===== config.mk =====
export PLATFORM = sky130hd
export DESIGN_NAME = ird_reorder_buf
export DESIGN_NICKNAME = d
export VERILOG_FILES = /design/src/rtl/ird_pkg.sv /design/src/rtl/ird_ptr_ctl.sv /design/src/rtl/ird_slot_array.sv /design/src/rtl/ird_reorder_buf.sv
export SDC_FILE = /design/constraint.sdc
export NUM_CORES = 1
export LEC_CHECK = 0
export ABC_AREA = 1
export CORE_MARGIN = 5
export CORE_UTILIZATION = 51
export CTS_CLUSTER_DIAMETER = 80
export DETAILED_ROUTE_END_ITERATION = 10
export DONT_BUFFER_PORTS = 1
export GPL_ROUTABILITY_DRIVEN = 0
export MAX_ROUTING_LAYER = met4
export PLACE_DENSITY = 0.71
export SLEW_MARGIN = 20
export SYNTH_ARGS = -nofsm -noshare
export SYNTH_HDL_FRONTEND = slang
export SYNTH_SLANG_ARGS = --single-unit

===== constraint.sdc =====
create_clock -name clk -period 4.4 [get_ports clk]
set_input_delay 1.32 -clock clk [delete_from_list [all_inputs] [get_ports clk]]
set_output_delay 1.32 -clock clk [all_outputs]
set_load 0.005 [all_outputs]

===== src/rtl/ird_pkg.sv =====
package ird_pkg;

    typedef enum logic [1:0] {
        OCC_EMPTY   = 2'd0,
        OCC_PARTIAL = 2'd1,
        OCC_FULL    = 2'd2
    } occ_e;

endpackage


===== src/rtl/ird_ptr_ctl.sv =====
module ird_ptr_ctl
    import ird_pkg::*;
#(
    parameter int DEPTH = 16,
    localparam int TAG_W = $clog2(DEPTH),
    localparam int PTR_W = TAG_W + 1
) (
    input  logic             clk,
    input  logic             rst_n,
    input  logic             alloc_req,
    input  logic             rel_en,
    output logic             alloc_en,
    output logic             alloc_rdy,
    output logic [TAG_W-1:0] tail_idx,
    output logic [TAG_W-1:0] head_idx,
    output occ_e             occ
);

    localparam logic [PTR_W-1:0] ONE_CNT  = PTR_W'(1);
    localparam logic [PTR_W-1:0] FULL_CNT = PTR_W'(DEPTH);
    localparam logic [PTR_W-1:0] LAST_CNT = PTR_W'(DEPTH - 1);

    logic [PTR_W-1:0] head_q, tail_q, cnt;
    occ_e             state_q, state_d;

    assign cnt      = tail_q - head_q;
    assign alloc_en = alloc_req & alloc_rdy;
    assign tail_idx = tail_q[TAG_W-1:0];
    assign head_idx = head_q[TAG_W-1:0];
    assign occ      = state_q;

    always_ff @(posedge clk or negedge rst_n) begin
        if (!rst_n) begin
            head_q <= '0;
            tail_q <= '0;
        end else begin
            if (alloc_en) tail_q <= tail_q + ONE_CNT;
            if (rel_en)   head_q <= head_q + ONE_CNT;
        end
    end

    // Occupancy state register
    always_ff @(posedge clk or negedge rst_n) begin
        if (!rst_n) state_q <= OCC_EMPTY;
        else        state_q <= state_d;
    end

    // Transitions: claim-first, fill-up, drain-last, make-room
    always_comb begin
        state_d = state_q;
        unique case (state_q)
            OCC_EMPTY: begin
                if (alloc_en) state_d = OCC_PARTIAL;
            end
            OCC_PARTIAL: begin
                if (alloc_en && !rel_en && cnt == LAST_CNT)
                    state_d = OCC_FULL;
                else if (rel_en && !alloc_en && cnt == ONE_CNT)
                    state_d = OCC_EMPTY;
            end
            OCC_FULL: begin
                if (rel_en) state_d = OCC_PARTIAL;
            end
            default: state_d = OCC_EMPTY;
        endcase
    end

    // Outputs decoded from the state
    always_comb begin
        alloc_rdy = 1'b1;
        unique case (state_q)
            OCC_FULL:    alloc_rdy = 1'b0;
            OCC_EMPTY,
            OCC_PARTIAL: alloc_rdy = 1'b1;
            default:     alloc_rdy = 1'b0;
        endcase
    end

    // the state machine agrees with the pointer distance
    a_r3_full_state_tracks_count: assert property (@(posedge clk) disable iff (!rst_n)
        (cnt == FULL_CNT) |-> (state_q == OCC_FULL));

    // empty pointers mean the empty state
    a_r1_empty_state_tracks_count: assert property (@(posedge clk) disable iff (!rst_n)
        (cnt == '0) |-> (state_q == OCC_EMPTY));

    // a claim and a release together leave the count unchanged
    a_r8_concurrent_count_steady: assert property (@(posedge clk) disable iff (!rst_n)
        (alloc_en && rel_en) |=> $stable(cnt));

    // the count never passes the depth
    a_r3_no_overflow: assert property (@(posedge clk) disable iff (!rst_n)
        cnt <= FULL_CNT);

endmodule


===== src/rtl/ird_slot_array.sv =====
module ird_slot_array #(
    parameter int DEPTH  = 16,
    parameter int DATA_W = 32,
    localparam int TAG_W = $clog2(DEPTH)
) (
    input  logic              clk,
    input  logic              rst_n,
    input  logic              alloc_en,
    input  logic [TAG_W-1:0]  alloc_idx,
    input  logic              rel_en,
    input  logic [TAG_W-1:0]  head_idx,
    input  logic              rsp_vld,
    input  logic [TAG_W-1:0]  rsp_tag,
    input  logic [DATA_W-1:0] rsp_data,
    output logic              head_ready,
    output logic [DATA_W-1:0] head_data
);

    logic [DEPTH-1:0]  pend_q;
    logic [DEPTH-1:0]  fill_q;
    logic [DATA_W-1:0] data_q [DEPTH];

    for (genvar i = 0; i < DEPTH; i++) begin : g_slot
        logic claim, free, take;

        assign claim = alloc_en && (alloc_idx == TAG_W'(i));
        assign free  = rel_en   && (head_idx  == TAG_W'(i));
        assign take  = rsp_vld  && (rsp_tag   == TAG_W'(i)) && pend_q[i] && !fill_q[i];

        always_ff @(posedge clk or negedge rst_n) begin
            if (!rst_n) begin
                pend_q[i] <= 1'b0;
                fill_q[i] <= 1'b0;
            end else if (claim) begin
                pend_q[i] <= 1'b1;
                fill_q[i] <= 1'b0;
            end else if (free) begin
                pend_q[i] <= 1'b0;
                fill_q[i] <= 1'b0;
            end else if (take) begin
                fill_q[i] <= 1'b1;
            end
        end

        always_ff @(posedge clk) begin
            if (take) data_q[i] <= rsp_data;
        end
    end

    assign head_ready = pend_q[head_idx] & fill_q[head_idx];
    assign head_data  = data_q[head_idx];

    // an allocation never lands on a pending entry
    a_r2_alloc_hits_free_slot: assert property (@(posedge clk) disable iff (!rst_n)
        alloc_en |-> !pend_q[alloc_idx]);

    // only a pending entry can be released
    a_r7_release_pending_only: assert property (@(posedge clk) disable iff (!rst_n)
        rel_en |-> pend_q[head_idx]);

    // a reply to an idle entry leaves it idle
    a_r9_stray_reply_ignored: assert property (@(posedge clk) disable iff (!rst_n)
        (rsp_vld && !pend_q[rsp_tag] && !(alloc_en && alloc_idx == rsp_tag))
            |=> !fill_q[$past(rsp_tag)]);

endmodule


===== src/rtl/ird_reorder_buf.sv =====
module ird_reorder_buf
    import ird_pkg::*;
#(
    parameter int DEPTH  = 16,
    parameter int DATA_W = 32,
    localparam int TAG_W = $clog2(DEPTH)
) (
    input  logic              clk,
    input  logic              rst_n,
    input  logic              alloc_req,
    output logic              alloc_rdy,
    output logic [TAG_W-1:0]  alloc_tag,
    input  logic              rsp_vld,
    input  logic [TAG_W-1:0]  rsp_tag,
    input  logic [DATA_W-1:0] rsp_data,
    output logic              out_vld,
    input  logic              out_rdy,
    output logic [DATA_W-1:0] out_data
);

    logic             alloc_en;
    logic             rel_en;
    logic [TAG_W-1:0] head_idx;
    logic             head_ready;
    occ_e             occ;

    assign out_vld = head_ready;
    assign rel_en  = head_ready & out_rdy;

    ird_ptr_ctl #(.DEPTH(DEPTH)) u_ptr (
        .clk       (clk),
        .rst_n     (rst_n),
        .alloc_req (alloc_req),
        .rel_en    (rel_en),
        .alloc_en  (alloc_en),
        .alloc_rdy (alloc_rdy),
        .tail_idx  (alloc_tag),
        .head_idx  (head_idx),
        .occ       (occ)
    );

    ird_slot_array #(.DEPTH(DEPTH), .DATA_W(DATA_W)) u_slots (
        .clk        (clk),
        .rst_n      (rst_n),
        .alloc_en   (alloc_en),
        .alloc_idx  (alloc_tag),
        .rel_en     (rel_en),
        .head_idx   (head_idx),
        .rsp_vld    (rsp_vld),
        .rsp_tag    (rsp_tag),
        .rsp_data   (rsp_data),
        .head_ready (head_ready),
        .head_data  (out_data)
    );

    // a stalled output holds its value
    a_r6_hold_under_stall: assert property (@(posedge clk) disable iff (!rst_n)
        (out_vld && !out_rdy) |=> (out_vld && $stable(out_data)));

    // nothing is offered while no entry is pending
    a_r5_empty_is_quiet: assert property (@(posedge clk) disable iff (!rst_n)
        (occ == OCC_EMPTY) |-> !out_vld);

    // a handshake without a new claim leaves room next cycle
    a_r7_release_frees_room: assert property (@(posedge clk) disable iff (!rst_n)
        (out_vld && out_rdy && !alloc_req) |=> alloc_rdy);

    // the tag steps after an accepted claim
    a_r2_tag_advances: assert property (@(posedge clk) disable iff (!rst_n)
        (alloc_req && alloc_rdy) |=> (alloc_tag == $past(alloc_tag) + 1'b1));

endmodule


==> metrics.cfg, run 1 <==
[floorplan]
core_um2=43200
ios=79
dieArea_um2=47900
row_count=76
die_y_um=219
start_util=0.516
die_w_um=219

[critical_path]
crit_chain=inv_6 > buf_4 > o21ai_0 > o22ai_1 > nand2_1 > nand4_1
cp_top_family=buffers and inverters
r2r_end=u_ptr.occ[0]$_DFFE_PN0P_
cp_num_cells=6
crit_fanout=83
cp.required_ns=3.08
cp.arrival_ns=2.83
path_class=flop to output pin
crit_buf_inv=2
rrSetupSlack_ns=1.14
crit_end=out_data[28]
r2r_start=u_ptr.head_q[0]$_DFFE_PN0P_
cp-startpoint=u_ptr.head_q[0]$_DFFE_PN0P_
crit_path_max_incr_delay_ns=0.65
crit_path_start_kind=flop
endpoint_kind=output pin
r2r.worst_path.cells=14
cp_slowest_cell=dfrtp_4

[power_and_ir_drop]
seqPwrFrac=0.413
cellLeakagePower_nw=8.24
pwr-share-clk=0.274
internal_power_w=0.00983
max-vdd-ir-drop_v=0.000449
swShare=0.358
combPwrFrac=0.313
p_per_area_nw_per_um2=621
p_switching_w=0.00549

[sta]
maxSlewViolCount=0
max_slew_margin=0.461
finalCritPeriodShare=0.943
worst_slew_pin_slew_ns=0.807
clock_skew_ns=0.0164
period_minus_slack_ns=4.15
max_clock_freq_mhz=241
fin_ws_ns=0.251
hold_viol=0
rsz0062_at_grt=no
setup_viol=0

[global_routing]
grt_use_total=0.235
grt_pass1_wl_um=83100
grt_overflow_total=0
antenna_found_initial=0
grt_pass1_vias=14091
grt_max_degree=139

[logic_synthesis]
avgSynthCellArea_um2=12.3
syn_area_um2=22300
yosysSeqAreaShare=0.740
yosysWarningCount=0
syn_inst=1806
syn_nets=1860
ys_ff_latch=556
synth_cell_types=26

[finish]
area_growth_syn_to_layout_pct=10.8
layout_common_cells=512 x edfxtp_1, 289 x nor2_1, 289 x o21ai_0
final_common_cell=edfxtp_1
nets=1843
fin_cells=2413
layout-drive-gt1-share=0.0744
diodes=0

[drt]
route.detailed.drc=0
routed_wl_um=55100
wl_per_cell_um=22.8
ant_nets=0
drtPass1Iterations=6
drtIter0Drc=1523
vias_per_cell=5.96
vias=14385

[cts]
h-tree-depth=2
cts.sinks=556
tritoncts=yes
cts.reportedPaths.clkPinSlew_ns=0.06
hold_buffers=0
clock_latency_ns=0.61
post-cts-setup-buffers=0
clk_root_buffer_cell=clkbuf_16
cts_resized=0
cts_buffer_depth=3
cts_made_buffers=55

[hold_path]
hp-class=input port to asynchronous set/reset pin

[place]
pre_cts_ws_ns=0.891
place_hpwl_um=28100
portBuffers=0
dp_cells=2317

[run_status]
status=completed

[run]
cap_viol_max_count=0

[logic make-up (layout without fill, tap and decap cells)]
logic type	after synthesis	count (layout)	share of synthesized area
XOR/XNOR	12	12	0.00472
buffers and inverters	174	196	0.0312
AND/OR/NAND/NOR	621	621	0.112
AO/OA/AOI/OAI	430	430	0.104
adder cells (fa/ha/maj)	13	13	0.00764
flip-flops	556	556	0.740
[layer usage]
layer | global-route usage | vias to the layer above | routed length (um)
met2 | 0.390 | 566 | 27000
met5 | - | - | 0
li1 | - | 6503 | -
met1 | 0.297 | 7201 | 22000
met3 | 0.0475 | 115 | 4610
met4 | 0.0674 | 0 | 1430
[worst min-delay path by stage]
| stage | from | slack (ns) | cells after the start | to |
|---|---|---|---|---|
| final | rst_n | 0.41 | 0 | u_ptr.tail_q[0]$_DFFE_PN0P_ |
| after CTS | rst_n | 0.38 | 0 | u_ptr.tail_q[0]$_DFFE_PN0P_ |
| after global placement | u_ptr.occ[0]$_DFFE_PN0P_ | 0.44 | 1 | u_ptr.occ[0]$_DFFE_PN0P_ |
| after floorplan | u_ptr.occ[0]$_DFFE_PN0P_ | 0.42 | 1 | u_ptr.occ[0]$_DFFE_PN0P_ |
| after detailed placement | u_ptr.occ[0]$_DFFE_PN0P_ | 0.44 | 1 | u_ptr.occ[0]$_DFFE_PN0P_ |
| after global routing | rst_n | 0.38 | 0 | u_ptr.tail_q[0]$_DFFE_PN0P_ |
[cells in the mapped netlist, drive strengths merged]
master,n,area (um2)
inv,60,225
fa,1,20.0
nand2,241,905
clkbuf,79,297
edfxtp,512,15400
nor3,14,70.1
ha,12,150
xnor2,2,17.5
xor2,10,87.6
nand4,34,213
nand3,34,175
nor4,5,31.3
a31oi,9,56.3
o22ai,128,801
o21ai,290,1450
buf,35,174
a21oi,3,15.0
nor2,293,1100
dfrtp,44,1100
[power groups by stage]
| stage | Clock (W) | Sequential [W] | Combinational [W] |
|---|---|---|---|
| finish | 0.00420 | 0.00633 | 0.00479 |
| global route | 0.00450 | 0.00636 | 0.00533 |
| CTS | 0.00426 | 0.00632 | 0.00480 |
| detailed placement | 0 | 0.00643 | 0.00478 |
| global placement | 0 | 0.00642 | 0.00467 |
| floorplan | 0 | 0.00631 | 0.00341 |
[state kept, by name, summed over array words and instances, names as in the netlist]
signal          count
u_ptr.head_q        5
u_ptr.occ           2
u_ptr.tail_q        5
u_slots.data_q    512
u_slots.fill_q     16
u_slots.pend_q     16
[final cells by class]
| class | instances | area (um2) |
|---|---|---|
| Clock buffer | 70 | 1440 |
| Fill cell | 3436 | 18500 |
| Multi-Input combinational cell | 1076 | 5240 |
| Timing Repair Buffer | 40 | 400 |
| Clock inverter | 26 | 145 |
| Inverter | 60 | 233 |
| Tap cell | 585 | 732 |
| Sequential cell | 556 | 16500 |
[per-stage QoR]
| stage | instance area (um2) | utilization | setup TNS (ns) | hold slack, ns | power (W) |
|---|---|---|---|---|---|
| 6_report | 24700 | 0.572 | 0 | 0.413 | 0.0153 |
| 5_1_grt | 24700 | 0.572 | 0 | 0.383 | 0.0162 |
| 4_1_cts | 24700 | 0.572 | 0 | 0.380 | 0.0154 |
| 3_5_place_dp | 23100 | 0.535 | 0 | 0.442 | 0.0112 |
| 3_3_place_gp | 23100 | 0.535 | 0 | 0.439 | 0.0111 |
| 2_1_floorplan | 22300 | - | -70.82 | 0.424 | 0.00972 |
Power figures use the tool's default switching activity.
==> run 2, diff against run 1 <==
--- a/config.mk
+++ b/config.mk
@@ -6,6 +6,7 @@
 export NUM_CORES = 1
 export LEC_CHECK = 0
 export ABC_AREA = 1
+export CORE_ASPECT_RATIO = 0.8
 export CORE_MARGIN = 5
 export CORE_UTILIZATION = 51
 export CTS_CLUSTER_DIAMETER = 80
==> constraint.sdc (replaced) <==
create_clock -name clk -period 4.4 [get_ports clk]
set_input_delay 1.32 -clock clk [delete_from_list [all_inputs] [get_ports clk]]
set_output_delay 1.32 -clock clk [all_outputs]
set_load 0.05 [all_outputs]
==> metrics.cfg, run 2 (same netlist as run 1, synthesis figures left out) <==
[run_status]
status=completed  ; unchanged

[critical_path]
crit_chain=inv_6 > buf_12 > o21ai_0 > o22ai_1 > nand2_1 > nand4_1 > buf_4  ; was inv_6 > buf_4 > o21ai_0 > o22ai_1 > nand2_1 > nand4_1
path_class=flop to output pin  ; unchanged
cp.required_ns=3.08  ; about the same
crit_buf_inv=3  ; was 2
crit_path_start_kind=flop  ; unchanged
cp_top_family=buffers and inverters  ; unchanged
cp_num_cells=7  ; was 6
rrSetupSlack_ns=1.45  ; was 1.14 ns
crit_path_max_incr_delay_ns=0.51  ; was 0.65 ns
r2r.worst_path.cells=11  ; was 14
cp_slowest_cell=dfrtp_4  ; unchanged
endpoint_kind=output pin  ; unchanged
cp.arrival_ns=2.89  ; was 2.83 ns
crit_fanout=72  ; was 83

[place]
place_hpwl_um=28800  ; was 28100 um
portBuffers=0  ; unchanged
pre_cts_ws_ns=0.753  ; was 0.891 ns
dp_cells=2327  ; was 2317

[drt]
route.detailed.drc=0  ; unchanged
drtIter0Drc=1544  ; was 1523
wl_per_cell_um=22.5  ; was 22.8 um
routed_wl_um=54600  ; was 55100 um
vias=14562  ; was 14385
ant_nets=0  ; unchanged
drtPass1Iterations=5  ; was 6
vias_per_cell=6.00  ; was 5.96

[floorplan]
ios=79  ; unchanged
core_um2=43100  ; was 43200 um2
start_util=0.516  ; about the same
dieArea_um2=48000  ; was 47900 um2
die_w_um=244  ; was 219 um
die_y_um=197  ; was 219 um
row_count=68  ; was 76

[global_routing]
grt_use_total=0.231  ; was 0.235
grt_max_degree=139  ; unchanged
grt_overflow_total=0  ; unchanged
grt_pass1_wl_um=83600  ; was 83100 um
antenna_found_initial=0  ; unchanged
grt_pass1_vias=14117  ; was 14091

[cts]
h-tree-depth=2  ; unchanged
cts_buffer_depth=3  ; unchanged
clock_latency_ns=0.60  ; was 0.61 ns
cts_made_buffers=54  ; was 55
tritoncts=yes  ; unchanged
cts.reportedPaths.clkPinSlew_ns=0.06  ; about the same
clk_root_buffer_cell=clkbuf_16  ; unchanged
post-cts-setup-buffers=0  ; unchanged
cts.sinks=556  ; unchanged

[sta]
setup_viol=0  ; unchanged
max_slew_margin=0.308  ; was 0.461
clock_skew_ns=0.0128  ; was 0.0164 ns
setup_tns_ns=0  ; unchanged
fin_ws_ns=0.189  ; was 0.251 ns
worst_slew_pin_slew_ns=1.03  ; was 0.807 ns
hold_viol=0  ; unchanged
whs_ns=0.410  ; was 0.413 ns
period_minus_slack_ns=4.21  ; was 4.15 ns
max_clock_freq_mhz=237  ; was 241 MHz
finalCritPeriodShare=0.957  ; was 0.943
rsz0062_at_grt=no  ; unchanged
maxSlewViolCount=0  ; unchanged

[finish]
nets=1877  ; was 1843
layout_common_cells=512 x edfxtp_1, 289 x nor2_1, 289 x o21ai_0  ; unchanged
utilization=0.584  ; was 0.572
diodes=0  ; unchanged
regMostFlops=u_slots.data_q  ; unchanged
largest_reg_flops=512  ; unchanged
top_regs=u_slots.data_q x512, u_slots.fill_q x16, u_slots.pend_q x16  ; unchanged
area_growth_syn_to_layout_pct=13.1  ; was 10.8%
layout-drive-gt1-share=0.101  ; was 0.0744
final_common_cell=edfxtp_1  ; unchanged
fin_cells=2428  ; was 2413

[power_and_ir_drop]
p_per_area_nw_per_um2=695  ; was 621 nW/um2
max-vdd-ir-drop_v=0.000590  ; was 0.000449 V
cellLeakagePower_nw=8.54  ; was 8.24 nW

[run]
cap_viol_max_count=0  ; unchanged

[hold_path]
hp-class=input port to asynchronous set/reset pin  ; unchanged

[run 2: worst register-to-register path, delay by kind of cell, from the launching register on]
family	cells	cell delay, ns
AO/OA/AOI/OAI	1	0.07
buffers and inverters	3	0.70
flip-flops	1	0.55
AND/OR/NAND/NOR	7	1.52
[run 2: worst paths after layout]
kind / from / endpoint
setup / recovery: u_ptr.head_q[1]$_DFFE_PN0P_ / out_data[22]
hold / removal: rst_n / u_slots.pend_q[13]$_DFFE_PN0N_
setup reg to reg: u_ptr.head_q[2]$_DFFE_PN0P_ / u_ptr.occ[0]$_DFFE_PN0P_
hold reg to reg: u_slots.pend_q[7]$_DFFE_PN0N_ / u_slots.pend_q[7]$_DFFE_PN0N_
max in group asynchronous: rst_n / u_ptr.head_q[4]$_DFFE_PN0P_
min in group clk: u_slots.pend_q[7]$_DFFE_PN0N_ / u_slots.pend_q[7]$_DFFE_PN0N_
[run 2: routing by layer]
metal  vias to the layer above  wire, um  GRT usage
met5                         -         0          -
met4                         0      1220     0.0625
met3                       101      4960     0.0464
met2                       692     25300      0.353
met1                      7193     23200      0.324
li1                       6576         -          -
[run 2: where the power goes]
| group | internal, W | switching (W) |
|---|---|---|
| Clock | 0.00270 | 0.00197 |
| Sequential | 0.00607 | 0.000285 |
| Combinational | 0.00187 | 0.00460 |
| Total | 0.0106 | 0.00685 |
[run 2: timing repair]
| action | CTS | global route |
|---|---|---|
| endpoints found under the setup margin | 0 | 1 |
| hold buffers | 0 | 0 |
| gates resized for setup | 0 | 1 |
[run 2: final cells by class]
cell class	instances	area [um2]
clock buffer	61	1400
clock inverter	40	393
fill	3295	18000
inverter	60	238
multi-input combinational	1076	5240
sequential	556	16500
tap	560	701
timing repair buffer	75	726
[run 2: per-stage QoR]
stage | area [um2] | total power [W]
floorplan | 22300 | 0.0109
finish | 25200 | 0.0175
CTS | 25200 | 0.0175
detailed placement | 23400 | 0.0129
global placement | 23400 | 0.0127
global route | 25200 | 0.0184
==> run 3, diff against run 2 <==
--- a/config.mk
+++ b/config.mk
@@ -5,7 +5,6 @@
 export SDC_FILE = /design/constraint.sdc
 export NUM_CORES = 1
 export LEC_CHECK = 0
-export ABC_AREA = 1
 export CORE_ASPECT_RATIO = 0.8
 export CORE_MARGIN = 5
 export CORE_UTILIZATION = 51
==> metrics.cfg, run 3 <==
[sta]
setup_tns_ns=0  ; unchanged
rsz0062_at_grt=no  ; unchanged
period_minus_slack_ns=4.32  ; was 4.21 ns
maxSlewViolCount=0  ; unchanged
max_slew_margin=0.310  ; was 0.308
worst_slew_pin_slew_ns=1.03  ; about the same
fin_ws_ns=0.0822  ; was 0.189 ns
clock_skew_ns=0.00956  ; was 0.0128 ns
setup_viol=0  ; unchanged
finalCritPeriodShare=0.981  ; was 0.957
hold_viol=0  ; unchanged
max_clock_freq_mhz=232  ; was 237 MHz

[logic_synthesis]
syn_area_um2=21800  ; was 22300 um2
async_reset_ff_frac=0.0791  ; unchanged
yosysWarningCount=0  ; unchanged
synth_area_leaders=edfxtp_1 71%, mux4_2 17%, dfrtp_1 5.0%  ; was edfxtp_1 69%, o21ai_0 6.5%, dfrtp_1 4.9%
synth_cell_types=52  ; was 26
yosys.area.top_type=edfxtp_1  ; unchanged
synth_top_area_frac=0.705  ; was 0.690
ys.flop_type=edfxtp_1  ; unchanged
synth.cells.most_frequent=512 x edfxtp_1, 160 x mux4_2, 44 x dfrtp_1  ; was 512 x edfxtp_1, 292 x nor2_1, 289 x o21ai_0
syn_inst=962  ; was 1806
syn_nets=1016  ; was 1860
synth_edf_count=512  ; unchanged
avgSynthCellArea_um2=22.7  ; was 12.3 um2
yosysSeqAreaShare=0.756  ; was 0.740
ys_ff_latch=556  ; unchanged
synth_most_common_cell=edfxtp_1  ; unchanged

[drt]
route.detailed.drc=0  ; unchanged
routed_wl_um=46300  ; was 54600 um
vias_per_cell=6.29  ; was 6.00
drtIter0Drc=1094  ; was 1544
wl_per_cell_um=29.0  ; was 22.5 um
ant_nets=0  ; unchanged
vias=10035  ; was 14562
drtPass1Iterations=5  ; unchanged

[critical_path]
path_class=flop to output pin  ; unchanged
cp.required_ns=3.08  ; about the same
cp_top_family=simple AND/OR/NAND/NOR gates  ; was buffers and inverters
endpoint_kind=output pin  ; unchanged
crit_path_max_incr_delay_ns=0.88  ; was 0.51 ns
cp_slowest_cell=nor3_2  ; was dfrtp_4
crit_chain=nand3b_1 > a32oi_1 > a41oi_2 > nor3_2  ; was inv_6 > buf_12 > o21ai_0 > o22ai_1 > nand2_1 > nand4_1 > buf_4
cp.arrival_ns=3.00  ; was 2.89 ns
crit_fanout=46  ; was 72
crit_buf_inv=0  ; was 3
crit_path_start_kind=flop  ; unchanged

[cts]
cts_resized=0  ; unchanged
tritoncts=yes  ; unchanged
cts.reportedPaths.clkPinSlew_ns=0.06  ; about the same
hold_buffers=0  ; unchanged
clock_latency_ns=0.57  ; was 0.60 ns
cts_made_buffers=51  ; was 54
h-tree-depth=2  ; unchanged
cts.sinks=556  ; unchanged
clk_root_buffer_cell=clkbuf_16  ; unchanged
post-cts-setup-buffers=0  ; unchanged
cts_buffer_depth=3  ; unchanged

[power_and_ir_drop]
max-vdd-ir-drop_v=0.000366  ; was 0.000590 V
cellLeakagePower_nw=7.77  ; was 8.54 nW
p_per_area_nw_per_um2=648  ; was 695 nW/um2

[global_routing]
met1_usage=0.282  ; was 0.324
grt_max_degree=54  ; was 139
busiest_layer=met2  ; unchanged
grt_overflow_total=0  ; unchanged
antenna_found_initial=0  ; unchanged
grt_pass1_wl_um=69400  ; was 83600 um
grt_pass1_vias=10480  ; was 14117
use_met2=0.320  ; was 0.353
grt_use_total=0.206  ; was 0.231
use_met3=0.0527  ; was 0.0464

[floorplan]
start_util=0.518  ; was 0.516
die_w_um=241  ; was 244 um
row_count=67  ; was 68
core_um2=42100  ; was 43100 um2
die_y_um=195  ; was 197 um
dieArea_um2=47000  ; was 48000 um2
ios=79  ; unchanged

[finish]
layout-drive-gt1-share=0.299  ; was 0.101
area_growth_syn_to_layout_pct=12.3  ; was 13.1%
layout_common_cells=512 x edfxtp_1, 160 x mux4_2, 53 x clkbuf_16  ; was 512 x edfxtp_1, 289 x nor2_1, 289 x o21ai_0
largest_reg_flops=512  ; unchanged
utilization=0.582  ; was 0.584
seq_area_um2=16500  ; about the same
nets=1056  ; was 1877
regMostFlops=u_slots.data_q  ; unchanged
final_common_cell=edfxtp_1  ; unchanged
fin_area_um2=24500  ; was 25200 um2
top_regs=u_slots.data_q x512, u_slots.fill_q x16, u_slots.pend_q x16  ; unchanged
fillCellCount=2964  ; was 3295
multi_input_area_um2=5210  ; was 5240 um2

[run]
cap_viol_max_count=0  ; unchanged

[place]
place_hpwl_um=25300  ; was 28800 um
portBuffers=0  ; unchanged
pre_cts_ws_ns=0.713  ; was 0.753 ns
place_area_um2=22800  ; was 23400 um2

[run_status]
status=completed  ; unchanged

[hold_path]
hp-class=input port to asynchronous set/reset pin  ; unchanged

run 3: cell count changes in the layout (fill, tap and decap cells not counted), sizes merged, moves of 10 or more:
cell / previous run / this run
clkinv: 25 / 15
mux4: 0 / 160
inv: 62 / 10
clkbuf: 61 / 71
nand3b: 0 / 10
o21ai: 290 / 5
nand2: 241 / 17
o22ai: 128 / 0
nor2: 293 / 12
nand4: 34 / 8
buf: 75 / 38
nor4b: 0 / 17
nand3: 34 / 22
o221a: 0 / 10
run 3: worst paths after layout:
kind                                        startpoint                          end  slack [ns]  cells after the start
max                        u_ptr.head_q[1]$_DFFE_PN0P_                      out_vld        0.08                      4
min                                              rst_n  u_ptr.tail_q[3]$_DFFE_PN0P_        0.44                      0
max reg2reg                u_ptr.head_q[1]$_DFFE_PN0P_     u_ptr.occ[0]$_DFFE_PN0P_        1.08                      8
min reg2reg                u_ptr.tail_q[4]$_DFFE_PN0P_  u_ptr.tail_q[4]$_DFFE_PN0P_        0.50                      1
max in group asynchronous                        rst_n  u_ptr.head_q[1]$_DFFE_PN0P_        3.85                      0
min in group clk           u_ptr.tail_q[4]$_DFFE_PN0P_  u_ptr.tail_q[4]$_DFFE_PN0P_        0.50                      1
run 3: through the flow:
stage          total power (W)  instances  hold WS (ns)
6_report                0.0159       1596         0.439
5_1_grt                 0.0166       1595         0.412
4_1_cts                 0.0161       1595         0.412
3_5_place_dp            0.0116       1501         0.481
3_3_place_gp            0.0115       1501         0.477
2_1_floorplan           0.0106        962         0.462
run 3: layout make-up:
| type | instances | share of cell area |
|---|---|---|
| clock inverters | 23 | 0.0112 |
| inverters | 9 | 0.00138 |
| clock buffers | 71 | 0.0577 |
| repair buffers | 38 | 0.0157 |
| diodes | 1 | 0.000102 |
| multi-input cells | 346 | 0.213 |
| flip-flops and latches | 556 | 0.673 |
| well taps | 552 | 0.0282 |
run 3: logic make-up after synthesis:
kind of cell    after synthesis  synth area share
mux                         161             0.166
buf+inv                      60            0.0151
flops                       556             0.756
fa+ha+maj                    13           0.00780
xor+xnor                     10           0.00402
compound gates               49            0.0194
simple gates                113            0.0323
run 3: power breakdown:
part	total (W)	switching, W	internal, W
Sequential	0.00652	0.000467	0.00606
Clock	0.00445	0.00185	0.00260
Combinational	0.00491	0.00288	0.00203
run 3: metal layers:
metal / routed length, um / vias to the layer above / part of all wire
met2: 23000 / 371 / 0.50
met3: 3660 / 65 / 0.079
met4: 849 / 0 / 0.018
met1: 18800 / 5416 / 0.41
li1: - / 4183 / -
met5: 0 / - / 0
